### src/rtl/cdb_pkg.sv
// Package: shared types for the debug register-access bridge.
// Assumes a 16-bit debug register address and a 32-bit core register.
package cdb_pkg;

    localparam int HALF_W = 16;
    localparam int WORD_W = 32;

    // Result of decoding one debug register address.
    typedef struct packed {
        logic              hit;       // address lies in the mapped window
        logic              upper;     // selects bits [31:16]
        logic [HALF_W-1:0] core_addr; // debug-port register address
    } dec_t;

endpackage

### src/rtl/cdb_decode.sv
// Module: cdb_decode
// Maps a 16-bit debug address to a core register address and a half select.
// The window starts at WIN_BASE. Each register takes two slots: the first
// GPR_COUNT registers map to GPR_CORE_BASE+index and the rest map to
// index-GPR_COUNT. Purely combinational.
module cdb_decode
    import cdb_pkg::*;
#(
    parameter logic [15:0] WIN_BASE      = 16'h0200,
    parameter int          GPR_COUNT     = 32,
    parameter int          SPR_COUNT     = 2048,
    parameter logic [15:0] GPR_CORE_BASE = 16'h0400
) (
    input  logic [15:0] addr,
    output dec_t        dec
);
    localparam int          TOTAL   = GPR_COUNT + SPR_COUNT;
    localparam logic [15:0] TOTAL_V = 16'(TOTAL);
    localparam logic [15:0] GPR_V   = 16'(GPR_COUNT);

    logic [15:0] offset;
    logic [15:0] index;
    logic        above;

    // Offset from the window base and the register index it selects.
    always_comb begin
        offset = addr - WIN_BASE;
        index  = {1'b0, offset[15:1]};
        above  = (addr >= WIN_BASE);
    end

    // Window hit, half select and core address translation.
    generate
        if (SPR_COUNT == 0) begin : g_gpr_only
            always_comb begin
                dec.hit       = above && (index < TOTAL_V);
                dec.upper     = addr[0];
                dec.core_addr = GPR_CORE_BASE + index;
            end
        end else begin : g_gpr_spr
            always_comb begin
                dec.hit       = above && (index < TOTAL_V);
                dec.upper     = addr[0];
                dec.core_addr = (index < GPR_V) ? (GPR_CORE_BASE + index)
                                                : (index - GPR_V);
            end
        end
    endgenerate

endmodule

### src/rtl/cdb_stage.sv
// Module: cdb_stage
// Holds the lower half of a pending 32-bit write until the upper half comes.
// Assumes load is a single-cycle strobe from the request handshake.
module cdb_stage #(
    parameter int W = 16
) (
    input  logic         clk,
    input  logic         rst_n,
    input  logic         load,
    input  logic [W-1:0] din,
    output logic [W-1:0] q
);
    // Capture the lower half on load and clear it on reset.
    always_ff @(posedge clk) begin
        if (!rst_n) begin
            q <= '0;
        end else if (load) begin
            q <= din;
        end
    end

endmodule

### src/rtl/cdb_du_master.sv
// Module: cdb_du_master
// Runs one debug-port cycle at a time. Address, direction and data are held
// until du_ack arrives. Assumes start only comes while no cycle is open.
module cdb_du_master #(
    parameter int AW = 16,
    parameter int DW = 32
) (
    input  logic            clk,
    input  logic            rst_n,
    input  logic            start,
    input  logic            start_we,
    input  logic            start_upper,
    input  logic [AW-1:0]   start_addr,
    input  logic [DW-1:0]   start_wdata,
    output logic            du_stb,
    output logic            du_we,
    output logic [AW-1:0]   du_addr,
    output logic [DW-1:0]   du_wdata,
    input  logic [DW-1:0]   du_rdata,
    input  logic            du_ack,
    output logic            done,
    output logic [DW/2-1:0] done_data
);
    localparam int HW = DW / 2;

    logic upper_q;

    // Open a cycle on start and close it on the core's acknowledge.
    always_ff @(posedge clk) begin
        if (!rst_n) begin
            du_stb   <= 1'b0;
            du_we    <= 1'b0;
            du_addr  <= '0;
            du_wdata <= '0;
            upper_q  <= 1'b0;
        end else if (start) begin
            du_stb   <= 1'b1;
            du_we    <= start_we;
            du_addr  <= start_addr;
            du_wdata <= start_wdata;
            upper_q  <= start_upper;
        end else if (du_stb && du_ack) begin
            du_stb   <= 1'b0;
        end
    end

    // Completion strobe and the selected half of the read data.
    always_comb begin
        done = du_stb && du_ack;
        if (du_we) begin
            done_data = '0;
        end else if (upper_q) begin
            done_data = du_rdata[DW-1:HW];
        end else begin
            done_data = du_rdata[HW-1:0];
        end
    end

endmodule

### src/rtl/cdb_rsp.sv
// Module: cdb_rsp
// Response register with a valid/ready output. Assumes load never comes
// while a response is still pending.
module cdb_rsp #(
    parameter int W = 16
) (
    input  logic         clk,
    input  logic         rst_n,
    input  logic         load,
    input  logic         load_err,
    input  logic [W-1:0] load_data,
    output logic         rsp_valid,
    input  logic         rsp_ready,
    output logic         rsp_error,
    output logic [W-1:0] rsp_rdata
);
    // Set on load and clear once the consumer takes the response.
    always_ff @(posedge clk) begin
        if (!rst_n) begin
            rsp_valid <= 1'b0;
            rsp_error <= 1'b0;
            rsp_rdata <= '0;
        end else if (load) begin
            rsp_valid <= 1'b1;
            rsp_error <= load_err;
            rsp_rdata <= load_data;
        end else if (rsp_valid && rsp_ready) begin
            rsp_valid <= 1'b0;
        end
    end

endmodule

### src/rtl/cdb_bridge.sv
// Module: cdb_bridge (top)
// Turns 16-bit debug register requests into 32-bit debug-port cycles.
// Reads of either half run their own cycle. A lower-half write is staged,
// and an upper-half write commits the full word. Out-of-window addresses
// are answered with an error. One request is in flight at a time.
module cdb_bridge
    import cdb_pkg::*;
#(
    parameter logic [15:0] WIN_BASE      = 16'h0200,
    parameter int          GPR_COUNT     = 32,
    parameter int          SPR_COUNT     = 2048,
    parameter logic [15:0] GPR_CORE_BASE = 16'h0400
) (
    input  logic        clk,
    input  logic        rst_n,
    input  logic        req_valid,
    output logic        req_ready,
    input  logic        req_write,
    input  logic [15:0] req_addr,
    input  logic [15:0] req_wdata,
    output logic        rsp_valid,
    input  logic        rsp_ready,
    output logic        rsp_error,
    output logic [15:0] rsp_rdata,
    output logic        du_stb,
    output logic        du_we,
    output logic [15:0] du_addr,
    output logic [31:0] du_wdata,
    input  logic [31:0] du_rdata,
    input  logic        du_ack
);
    dec_t              dec;
    logic              accept;
    logic              use_bus;
    logic              stage_load;
    logic              bus_start;
    logic              direct_rsp;
    logic [HALF_W-1:0] staged;
    logic              bus_done;
    logic [HALF_W-1:0] bus_data;
    logic              rsp_load;
    logic              rsp_load_err;
    logic [HALF_W-1:0] rsp_load_data;

    cdb_decode #(
        .WIN_BASE      (WIN_BASE),
        .GPR_COUNT     (GPR_COUNT),
        .SPR_COUNT     (SPR_COUNT),
        .GPR_CORE_BASE (GPR_CORE_BASE)
    ) u_decode (
        .addr (req_addr),
        .dec  (dec)
    );

    // Request handshake and the routing of the accepted request.
    always_comb begin
        req_ready  = !du_stb && !rsp_valid && rsp_ready;
        accept     = req_valid && req_ready;
        use_bus    = dec.hit && (!req_write || dec.upper);
        stage_load = accept && dec.hit && req_write && !dec.upper;
        bus_start  = accept && use_bus;
        direct_rsp = accept && !use_bus;
    end

    cdb_stage #(.W(HALF_W)) u_stage (
        .clk   (clk),
        .rst_n (rst_n),
        .load  (stage_load),
        .din   (req_wdata),
        .q     (staged)
    );

    cdb_du_master #(.AW(HALF_W), .DW(WORD_W)) u_master (
        .clk         (clk),
        .rst_n       (rst_n),
        .start       (bus_start),
        .start_we    (req_write),
        .start_upper (dec.upper),
        .start_addr  (dec.core_addr),
        .start_wdata ({req_wdata, staged}),
        .du_stb      (du_stb),
        .du_we       (du_we),
        .du_addr     (du_addr),
        .du_wdata    (du_wdata),
        .du_rdata    (du_rdata),
        .du_ack      (du_ack),
        .done        (bus_done),
        .done_data   (bus_data)
    );

    // Response source: immediate for errors and staged writes, else bus result.
    always_comb begin
        rsp_load      = direct_rsp || bus_done;
        rsp_load_err  = direct_rsp && !dec.hit;
        rsp_load_data = bus_done ? bus_data : '0;
    end

    cdb_rsp #(.W(HALF_W)) u_rsp (
        .clk       (clk),
        .rst_n     (rst_n),
        .load      (rsp_load),
        .load_err  (rsp_load_err),
        .load_data (rsp_load_data),
        .rsp_valid (rsp_valid),
        .rsp_ready (rsp_ready),
        .rsp_error (rsp_error),
        .rsp_rdata (rsp_rdata)
    );

endmodule

### config.mk
export PLATFORM = sky130hd
export DESIGN_NAME = cdb_bridge
export DESIGN_NICKNAME = d
export VERILOG_FILES = /design/src/rtl/cdb_pkg.sv /design/src/rtl/cdb_decode.sv /design/src/rtl/cdb_stage.sv /design/src/rtl/cdb_du_master.sv /design/src/rtl/cdb_rsp.sv /design/src/rtl/cdb_bridge.sv
export SDC_FILE = /design/constraint.sdc
export NUM_CORES = 1
export LEC_CHECK = 0
export BUFFER_PORTS_ARGS = -buffer_cell sky130_fd_sc_hd__buf_2
export CORE_ASPECT_RATIO = 1.2
export CORE_MARGIN = 2
export CORE_UTILIZATION = 49
export CTS_CLUSTER_DIAMETER = 40
export DETAILED_ROUTE_END_ITERATION = 16
export PLACE_DENSITY = 0.79
export SYNTH_ARGS = -nofsm -noshare
export SYNTH_HDL_FRONTEND = slang
export SYNTH_SLANG_ARGS = --single-unit
### constraint.sdc
create_clock -name clk -period 2.3 [get_ports clk]
set_input_delay 0.115 -clock clk [delete_from_list [all_inputs] [get_ports clk]]
set_output_delay 0.115 -clock clk [all_outputs]
set_load 0.05 [all_outputs]
* Word level (Yosys, flattened, before mapping) *
Index checks and enable logic that the tools add are counted.

operators by class
  add/subtract/negate cells = 3
  multiply operators = 0
  divide/modulo/power cells = 0
  order comparisons = 3
  equality and inequality tests = 0
  shift-type cells = 0
  muxes and demuxes = 8
  bitwise logic cells = 0
  reductions and logical operators = 23

operators with widths
  operator                                                      count
  two-way mux 16 bit                                            4
  adder 11 x 15 -> 16 bit, first input constant                 1
  >= comparator 16 x 10 -> 1 bit, second input constant         1
  subtractor 15 x 6 -> 16 bit, second input constant            1
  subtractor 16 x 10 -> 16 bit, second input constant           1
  less-than comparator 15 x 12 -> 1 bit, second input constant  1
  less-than comparator 15 x 6 -> 1 bit, second input constant   1
  logical AND 1 bit                                             13
  logical NOT 1 bit                                             6
  two-way mux 1 bit                                             4
  nonzero test 2 bit                                            2
  logical OR 1 bit                                              2

word-level totals
  bits in registers = 85
  bits in latches = 0
  bits in writable memories = 0
  ROM bits = 0
  input port bits = 70
  output and inout bits = 69
  logic and storage cells = 46
  memories = 0

* Logic depth before layout (Yosys ltp) *
Gate-level depths: netlist of the first run.

  depth after elaboration = 8
  depth in mapped cells = 9
  depth with buffers taken out = 8

* By module *
From an unflattened synthesis of the first run, not the netlist that was laid out.

second synthesis, totals
  cell total of the unflattened synthesis = 419
  area, all modules = 4,311.6 sq um

modules (own cells, without submodules)
  module         instances  cells each  area an instance (sq um)  seq. area each (sq um)
  cdb_du_master  1          201         2,217.1                   1,021.0
  cdb_rsp        1          57          685.7                     360.3
  cdb_decode     1          84          626.9                     0.0
  cdb_stage      1          51          615.6                     320.3
  cdb_bridge     1          26          166.4                     0.0

* Least setup slack after synthesis of the first run *
OpenSTA, ideal clock, no wires.

  path type = register to register
  start point = register u_master.du_stb
  end point = register u_rsp.rsp_rdata[10]
  setup time = 128 ps
  arrival time = 2,890 ps
  data required time = 2,172 ps
  setup slack = -718 ps
  stages on the path, launching flop included = 6
  period minus slack after synthesis = 3,018 ps
  path through = dfxtp_1 -> nor3b_1 -> nand2_1 -> a21oi_1 -> clkbuf_1 -> o21ai_0

between the ends
  word-level cells in the longest chain between the ends = 6

RTL lines
  what                            line                 source
  from (decl)                     cdb_du_master.sv:15  output logic du_stb,
  from (signal assigned)          cdb_du_master.sv:31  du_stb <= 1'b0;
  from (signal assigned)          cdb_du_master.sv:37  du_stb <= 1'b1;
  from (signal assigned)          cdb_du_master.sv:43  du_stb <= 1'b0;
  logical NOT 1 bit               cdb_bridge.sv:57     req_ready = !du_stb && !rsp_valid && rsp_ready;
  logical AND 1 bit (2 in a row)  cdb_bridge.sv:57
  net req_ready                   cdb_bridge.sv:17     output logic req_ready,
  logical AND 1 bit               cdb_bridge.sv:58     accept = req_valid && req_ready;
  logical AND 1 bit               cdb_bridge.sv:62     direct_rsp = accept && !use_bus;
  logical OR 1 bit                cdb_bridge.sv:93     rsp_load = direct_rsp || bus_done;
  to (signal assigned)            cdb_rsp.sv:26        rsp_rdata <= load_data;
  to (decl)                       cdb_rsp.sv:15        output logic [W-1:0] rsp_rdata

The timed path passes the listed nets, and every way through them passes these cells.
A chain may end at the register's enable or synchronous reset.

* Final worst setup path of the first run *
  start point = input req_addr[9]
  end point = register u_rsp.rsp_rdata[9]

between the ends
  word-level cells in the longest chain between the ends = 7

RTL lines
  what                                   line              source
  from (decl)                            cdb_bridge.sv:19  input logic [15:0] req_addr,
  subtractor 16 x 10 -> 16 bit           cdb_decode.sv:27  offset = addr - WIN_BASE;
  less-than comparator 15 x 12 -> 1 bit  cdb_decode.sv:42  dec.hit = above && (index < TOTAL_V);
  logical AND 1 bit *                    cdb_decode.sv:42
  logical AND 1 bit *                    cdb_bridge.sv:59  use_bus = dec.hit && (!req_write || dec.upper);
  logical NOT 1 bit *                    cdb_bridge.sv:62
  logical AND 1 bit *                    cdb_bridge.sv:62
  logical OR 1 bit *                     cdb_bridge.sv:93

Every way passes the cells marked *; elsewhere a longest branch is shown, timed or not.

==> qor.csv, run 1 <==
metric,value,unit
final_cell_mix,"buf_2 (138), dfxtp_1 (85), o21ai_0 (65)",
grt_first_pass_wirelength,16.0,mm
rsz0062_at_grt,no,
ioPinCount,139,
dieArea,8540,um2
drv_cap,0,
synth-seq-area-share,44.4,%
antennaDiodeCount,0,
min_period,2.01,ns
start_kind,input port,
num-nets-final,664,
htreeDepth,3,
synth_seq_cells,85,
leakagePower,2.06,nW
async_flop_share,0,%
clk_latency,0.35,ns
synthCells,457,
hold_class,input port to register,
fillerInstances,685,
cp_max_fo,17,
drc,0,
fmax,496,MHz
skew,0.00916,ns
port_buffers,138,
firstDrtPassIters,4,
grt_pass1_vias,3539,
numCtsBuffers,9,
regArea,1700,um2
crit_required,2.56,ns
postCtsSetupRepairBufs,0,
netlist-cell-type-count,44,
grt_util_all_layers,23.2,%
crit_arrival,2.27,ns
fp-row-count,35,
max-slew-margin-rel,50.1,%
wl_per_cell,14.8,um
clock_tree.buffer_depth,2,
vias,3796,
dp_cells,668,
setup_viol,0,
cts_sinks,85,
crit_type,input port to register,
timing.final.crit_share,87.6,%
syn_avg_cell_area,8.38,um2
start_util,50.3,%
cts_tree,done,
powerDensity,603,nW/um2
final_util,64.1,%
cts_root_buf,clkbuf_8,
die_x,84.7,um
multiInputGateArea,1930,um2
antenna_found_initial,0,
drtIter0Drc,123,
wl,10.2,mm
ant_nets,0,
mostFrequentLayoutCell,buf_2,
yosys_most_used_dff,dfxtp_1,
design.core.area,7620,um2
maxSlewViolCount,0,
syn_area,3830,um2
drive_gt1_share,32.8,%
syn_nets,532,
peakVddDrop,0.375,mV
dp_hpwl,7.30,mm
vias_per_cell,5.53,
synth-edff-count,0,
yosys_warnings,0,
grt_max_degree,33,
tightestPinTransition,0.747,ns
overflow,0,
finalNonFillerCells,686,
syn2layout_area_growth,27.5,%
cp-end-kind,register,
hold_violations,0,
die_h,101,um
outcome,"complete, no violations",
clk_pin_slew,0.09,ns
place_congestion,0.939,
[where the power goes]
group	leakage, nW	internal (W)	total (W)	switching, W
clock network	0.107	0.000612	0.00114	0.000532
logic	1.27	0.000120	0.000318	0.000198
registers	0.685	0.00148	0.00148	0.00000521
total	2.06	0.00221	0.00294	0.000735
[repair_timing]
action,4_1_cts,5_1_grt
hold buffers,2,0
hold endpoints to repair,2,0
setup endpoints to repair,0,0
resized for setup,0,0
[metrics by stage]
stage | setup TNS [ns] | total power (W) | cell area (um2) | hold slack [ns] | worst slack (ns)
after global placement | 0 | 0.00183 | 4650 | 0.374 | 0.0666
after CTS | 0 | 0.00297 | 4880 | 0.00284 | 0.358
after floorplan | 0 | 0.00170 | 3840 | 0.257 | 0.0622
after detailed placement | -0.0546 | 0.00183 | 4650 | 0.379 | -0.0282
after global routing | 0 | 0.00306 | 4880 | 0.00823 | 0.172
final | 0 | 0.00294 | 4880 | 0.0117 | 0.285
[cell type report]
| class | instances | share of cell area, % |
|---|---|---|
| Tap cell | 92 | 2.36 |
| Multi-Input combinational cell | 323 | 39.6 |
| Inverter | 11 | 0.846 |
| Sequential cell | 85 | 34.9 |
| Timing Repair Buffer | 159 | 18.0 |
| Clock buffer | 10 | 2.61 |
| Clock inverter | 6 | 1.77 |
[path summary, 6_finish.rpt]
| check | startpoint | end | slack, ns | cells after the start |
|---|---|---|---|---|
| setup reg to reg | u_master.du_stb | u_master.du_addr[9] | 0.39 | 5 |
| setup / recovery | req_addr[9] | u_rsp.rsp_rdata[9] | 0.29 | 9 |
| hold / removal | req_wdata[3] | u_stage.q[3] | 0.01 | 3 |
| hold reg to reg | u_stage.q[0] | u_stage.q[0] | 0.46 | 2 |
[layer usage]
| layer | track usage (%) | vias to the layer above | share of wire [%] |
|---|---|---|---|
| met5 | 0 | - | 0 |
| met4 | 9.40 | 0 | 2.0 |
| met3 | 5.65 | 17 | 5.5 |
| met2 | 40.7 | 136 | 52 |
| met1 | 27.1 | 1757 | 41 |
| li1 | - | 1886 | - |
[cell usage after synthesis, types with 2 or more instances]
library cell	count	area (um2)
a31oi_1	2	12.5
nor3_1	5	25.0
nand2_1	57	214
and4b_1	3	30.0
nand4_1	3	18.8
xnor2_1	4	35.0
and3_1	5	31.3
o2111ai_1	2	17.5
nand2b_1	2	12.5
mux2i_1	16	160
or3_1	2	12.5
mux2_2	17	191
nor2_1	3	11.3
clkbuf_1	30	113
and2_1	2	12.5
a21oi_1	53	265
nand3_1	57	285
ha_1	5	62.6
buf_2	5	25.0
inv_1	10	37.5
nor3b_1	3	22.5
o21ai_0	65	325
dfxtp_1	85	1700
[worst max-delay path, cell delays in order]
cell,delay [ns]
buf_2,0.13
inv_1,0.07
ha_1,0.23
nor3b_1,0.16
xnor2_1,0.54
o2111a_2,0.47
a21oi_1,0.10
buf_4,0.20
o21ai_0,0.25
[cell families after synthesis]
logic type	Yosys count	synth area share, %
flops	85	44.4
mux	33	9.18
buf+inv	49	5.46
xor+xnor	4	0.915
compound gates	133	19.3
simple gates	148	19.1
fa+ha+maj	5	1.63
[registers in the layout (all words and copies together) (netlist names)]
signal / cells
u_master.du_wdata: 32
u_master.du_addr: 16
u_rsp.rsp_rdata: 16
u_stage.q: 16
u_master.du_stb: 1
u_master.du_we: 1
u_master.upper_q: 1
u_rsp.rsp_error: 1
u_rsp.rsp_valid: 1
No activity file was read; power rests on OpenSTA's default activity.
==> run 2, diff against run 1 <==
--- a/config.mk
+++ b/config.mk
@@ -5,13 +5,13 @@
 export SDC_FILE = /design/constraint.sdc
 export NUM_CORES = 1
 export LEC_CHECK = 0
+export ABC_AREA = 1
 export BUFFER_PORTS_ARGS = -buffer_cell sky130_fd_sc_hd__buf_2
 export CORE_ASPECT_RATIO = 1.2
 export CORE_MARGIN = 2
-export CORE_UTILIZATION = 49
+export CORE_UTILIZATION = 30
 export CTS_CLUSTER_DIAMETER = 40
 export DETAILED_ROUTE_END_ITERATION = 16
-export PLACE_DENSITY = 0.79
 export SYNTH_ARGS = -nofsm -noshare
 export SYNTH_HDL_FRONTEND = slang
 export SYNTH_SLANG_ARGS = --single-unit
==> qor.csv, run 2 <==
metric,value,unit,change
outcome,"complete, no violations",,
async_flop_share,0,%,unchanged
drtIter0Drc,108,,-12%
fmax,555,MHz,+12%
max-slew-margin-rel,51.0,%,+0.86 points
crit_arrival,2.03,ns,-0.24 ns
min_from,req_addr[5],,
routed-wl-met2,4.64,mm,-12%
synth-seq-area-share,46.5,%,+2.0 points
yosysMostFrequentCell,nor2_1,,
setup_slack,0.497,ns,+0.212 ns
grt_first_pass_wirelength,16.0,mm,-0.13%
yosys_warnings,0,,unchanged
holdWs,0.0132,ns,+0.00143 ns
hold_class,input port to register,,
ioPinCount,139,,unchanged
maxSlewViolCount,0,,unchanged
cts_root_buf,clkbuf_16,,
antennaDiodeCount,0,,unchanged
drc,0,,unchanged
finalNonFillerCells,785,,+14%
synth-edff-count,0,,unchanged
firstDrtPassIters,4,,unchanged
dieArea,13100,um2,+53%
design.core.area,12000,um2,+58%
start_kind,input port,,
antenna_found_initial,0,,unchanged
largest_register_ffs,32,,unchanged
synth_area_leaders,"dfxtp_1 (46%), nor2_1 (13%), o21ai_0 (7.5%)",,
synth_largest_area_cell,dfxtp_1,,
drive_gt1_share,31.3,%,-1.6 points
crit_type,input port to register,,
post_cts_resized,0,,unchanged
final_cell_mix,"buf_2 (138), nor2_1 (122), dfxtp_1 (85)",,
numCtsBuffers,9,,unchanged
wl_per_cell,12.0,um,-19%
skew,0.00783,ns,-0.00134 ns
num-nets-final,694,,+4.5%
drv_cap,0,,unchanged
postCtsSetupRepairBufs,0,,unchanged
powerDensity,667,nW/um2,+11%
syn_area,3660,um2,-4.4%
setup_viol,0,,unchanged
cp-end-kind,register,,
crit_chain,buf_2 -> inv_1 -> ha_1 -> xnor2_2 -> ha_1 -> nand2_1 -> nor4_1 -> nand3_1 -> nand3b_1 -> inv_1 -> nor2_1 -> nor2_1,,
min_period,1.80,ns,-0.212 ns
vias,3523,,-7.2%
postCtsHoldBufs,4,,+2
cp_max_fo,8,,-9
post-place-ws,0.150,ns,+0.178 ns
top_register,u_master.du_wdata,,
cts_tree,done,,
dp_cells,765,,+15%
rr_worst_depth,9,,+4
met1_length,4.14,mm,-0.22%
crit_required,2.53,ns,-0.03 ns
whs_endpoint,u_master.du_addr[4],,
top_layer,met4,,
peakVddDrop,0.362,mV,-3.7%
die_x,105,um,+24%
wl,9.41,mm,-7.6%
rr_startpoint,u_rsp.rsp_valid,,
dp_hpwl,6.82,mm,-6.6%
cts_sinks,85,,unchanged
routed-wl-met3,488,um,-12%
ant_nets,0,,unchanged
slowest_stage,ha_1,,
critPathTopFamily,simple AND/OR/NAND/NOR gates,,
htreeDepth,3,,unchanged
grt_pass1_vias,3459,,-2.3%
netlist-cell-type-count,30,,-32%
start_util,30.5,%,-20 points
yosys_most_used_dff,dfxtp_1,,
syn_avg_cell_area,7.56,um2,-9.7%
synthCells,484,,+5.9%
synth_seq_cells,85,,unchanged
rsz0062_at_grt,no,,
p_total,0.00322,W,+9.3%
clk_pin_slew,0.07,ns,-0.02 ns
die_h,125,um,+24%
fp-row-count,44,,+26%
clk_latency,0.34,ns,about the same
path_buf_inv,3,,unchanged
hold_depth,3,,unchanged
ys_top_cells_by_count,"nor2_1 (123), dfxtp_1 (85), o21ai_0 (55), nand2_1 (50), inv_1 (36)",,
place_congestion,0.866,,-7.8%
leakagePower,2.47,nW,+20%
grt_util_all_layers,14.8,%,-8.4 points
tightestPinTransition,0.734,ns,-0.0129 ns
port_buffers,138,,unchanged
vias_per_cell,4.49,,-19%
slowest_delay,0.30,ns,-0.24 ns
hold_violations,0,,unchanged
r2r_setup_slack,0.68,ns,+0.29 ns
grt_max_degree,65,,+97%
fin_tns_setup,0,ns,unchanged
overflow,0,,unchanged
timing.final.crit_share,78.4,%,-9.2 points
clock_tree.buffer_depth,2,,unchanged
mostFrequentLayoutCell,buf_2,,
reg2reg_to,u_master.du_addr[6],,
syn2layout_area_growth,31.8,%,
synth_top_area_share,46.5,%,+2.0 points
syn_nets,559,,+5.1%
run 2: cell count changes after synthesis, sizes merged, moves of 5 or more:
cell | previous run | this run
inv | 10 | 38
nand3 | 57 | 31
nor3 | 6 | 1
a21oi | 53 | 26
clkbuf | 30 | 11
buf | 8 | 15
o21ai | 66 | 60
nor2 | 3 | 129
mux2i | 16 | 0
run 2: worst max path at each step:
stage                          startpoint                    to  cells after the start
after floorplan           u_rsp.rsp_valid          u_stage.q[0]                     11
after global placement        req_addr[9]  u_master.du_addr[13]                     12
after detailed placement      req_addr[9]  u_master.du_addr[15]                     12
after CTS                     req_addr[9]  u_master.du_addr[15]                     12
after global routing          req_addr[9]  u_master.du_addr[15]                     12
final                         req_addr[9]  u_master.du_addr[15]                     12
run 2: where the power goes:
part           switching, W  leakage [nW]  total (W)  internal [W]
clock              0.000657         0.148    0.00143      0.000770
sequential       0.00000871         0.685    0.00149       0.00149
combinational      0.000185          1.63   0.000297      0.000112
total              0.000850          2.47    0.00322       0.00237
run 2: cells by family (layout without fill, tap and decap cells):
logic type | Yosys count | in the layout | synth area share [%]
AND/OR/NAND/NOR | 223 | 223 | 26.0
AO/OA/AOI/OAI | 86 | 86 | 11.9
flip-flops | 85 | 85 | 46.5
buffers and inverters | 64 | 204 | 7.45
multiplexers | 16 | 16 | 4.92
adder cells (fa/ha/maj) | 5 | 5 | 1.71
XOR/XNOR | 5 | 5 | 1.61
run 2: area by class of cell:
cell class	instances	area, um2
flip-flops and latches	85	1700
repair buffers	150	791
clock buffers	9	225
well taps	161	201
clock inverters	7	73.8
multi-input cells	335	1690
fillers	1307	7180
inverters	38	143
run 2: metrics by stage:
stage / util [%] / instance area [um2]
2_1_floorplan: - / 3660
3_3_place_gp: 37.4 / 4490
3_5_place_dp: 37.4 / 4490
4_1_cts: 40.2 / 4820
5_1_grt: 40.2 / 4820
6_report: 40.2 / 4820
run 2: per-layer routing:
metal  vias up  global-route usage, %
met5         -                      0
met4         0                   5.49
met3         9                   3.44
met2        96                   26.4
met1      1586                   17.1
li1       1832                      -
run 2: worst register-to-register path: cells and delay by family (launching register included):
kind	cells	cell delay (ns)
AND/OR/NAND/NOR	6	0.59
buffers and inverters	2	0.37
flip-flops	1	0.32
AO/OA/AOI/OAI	1	0.24
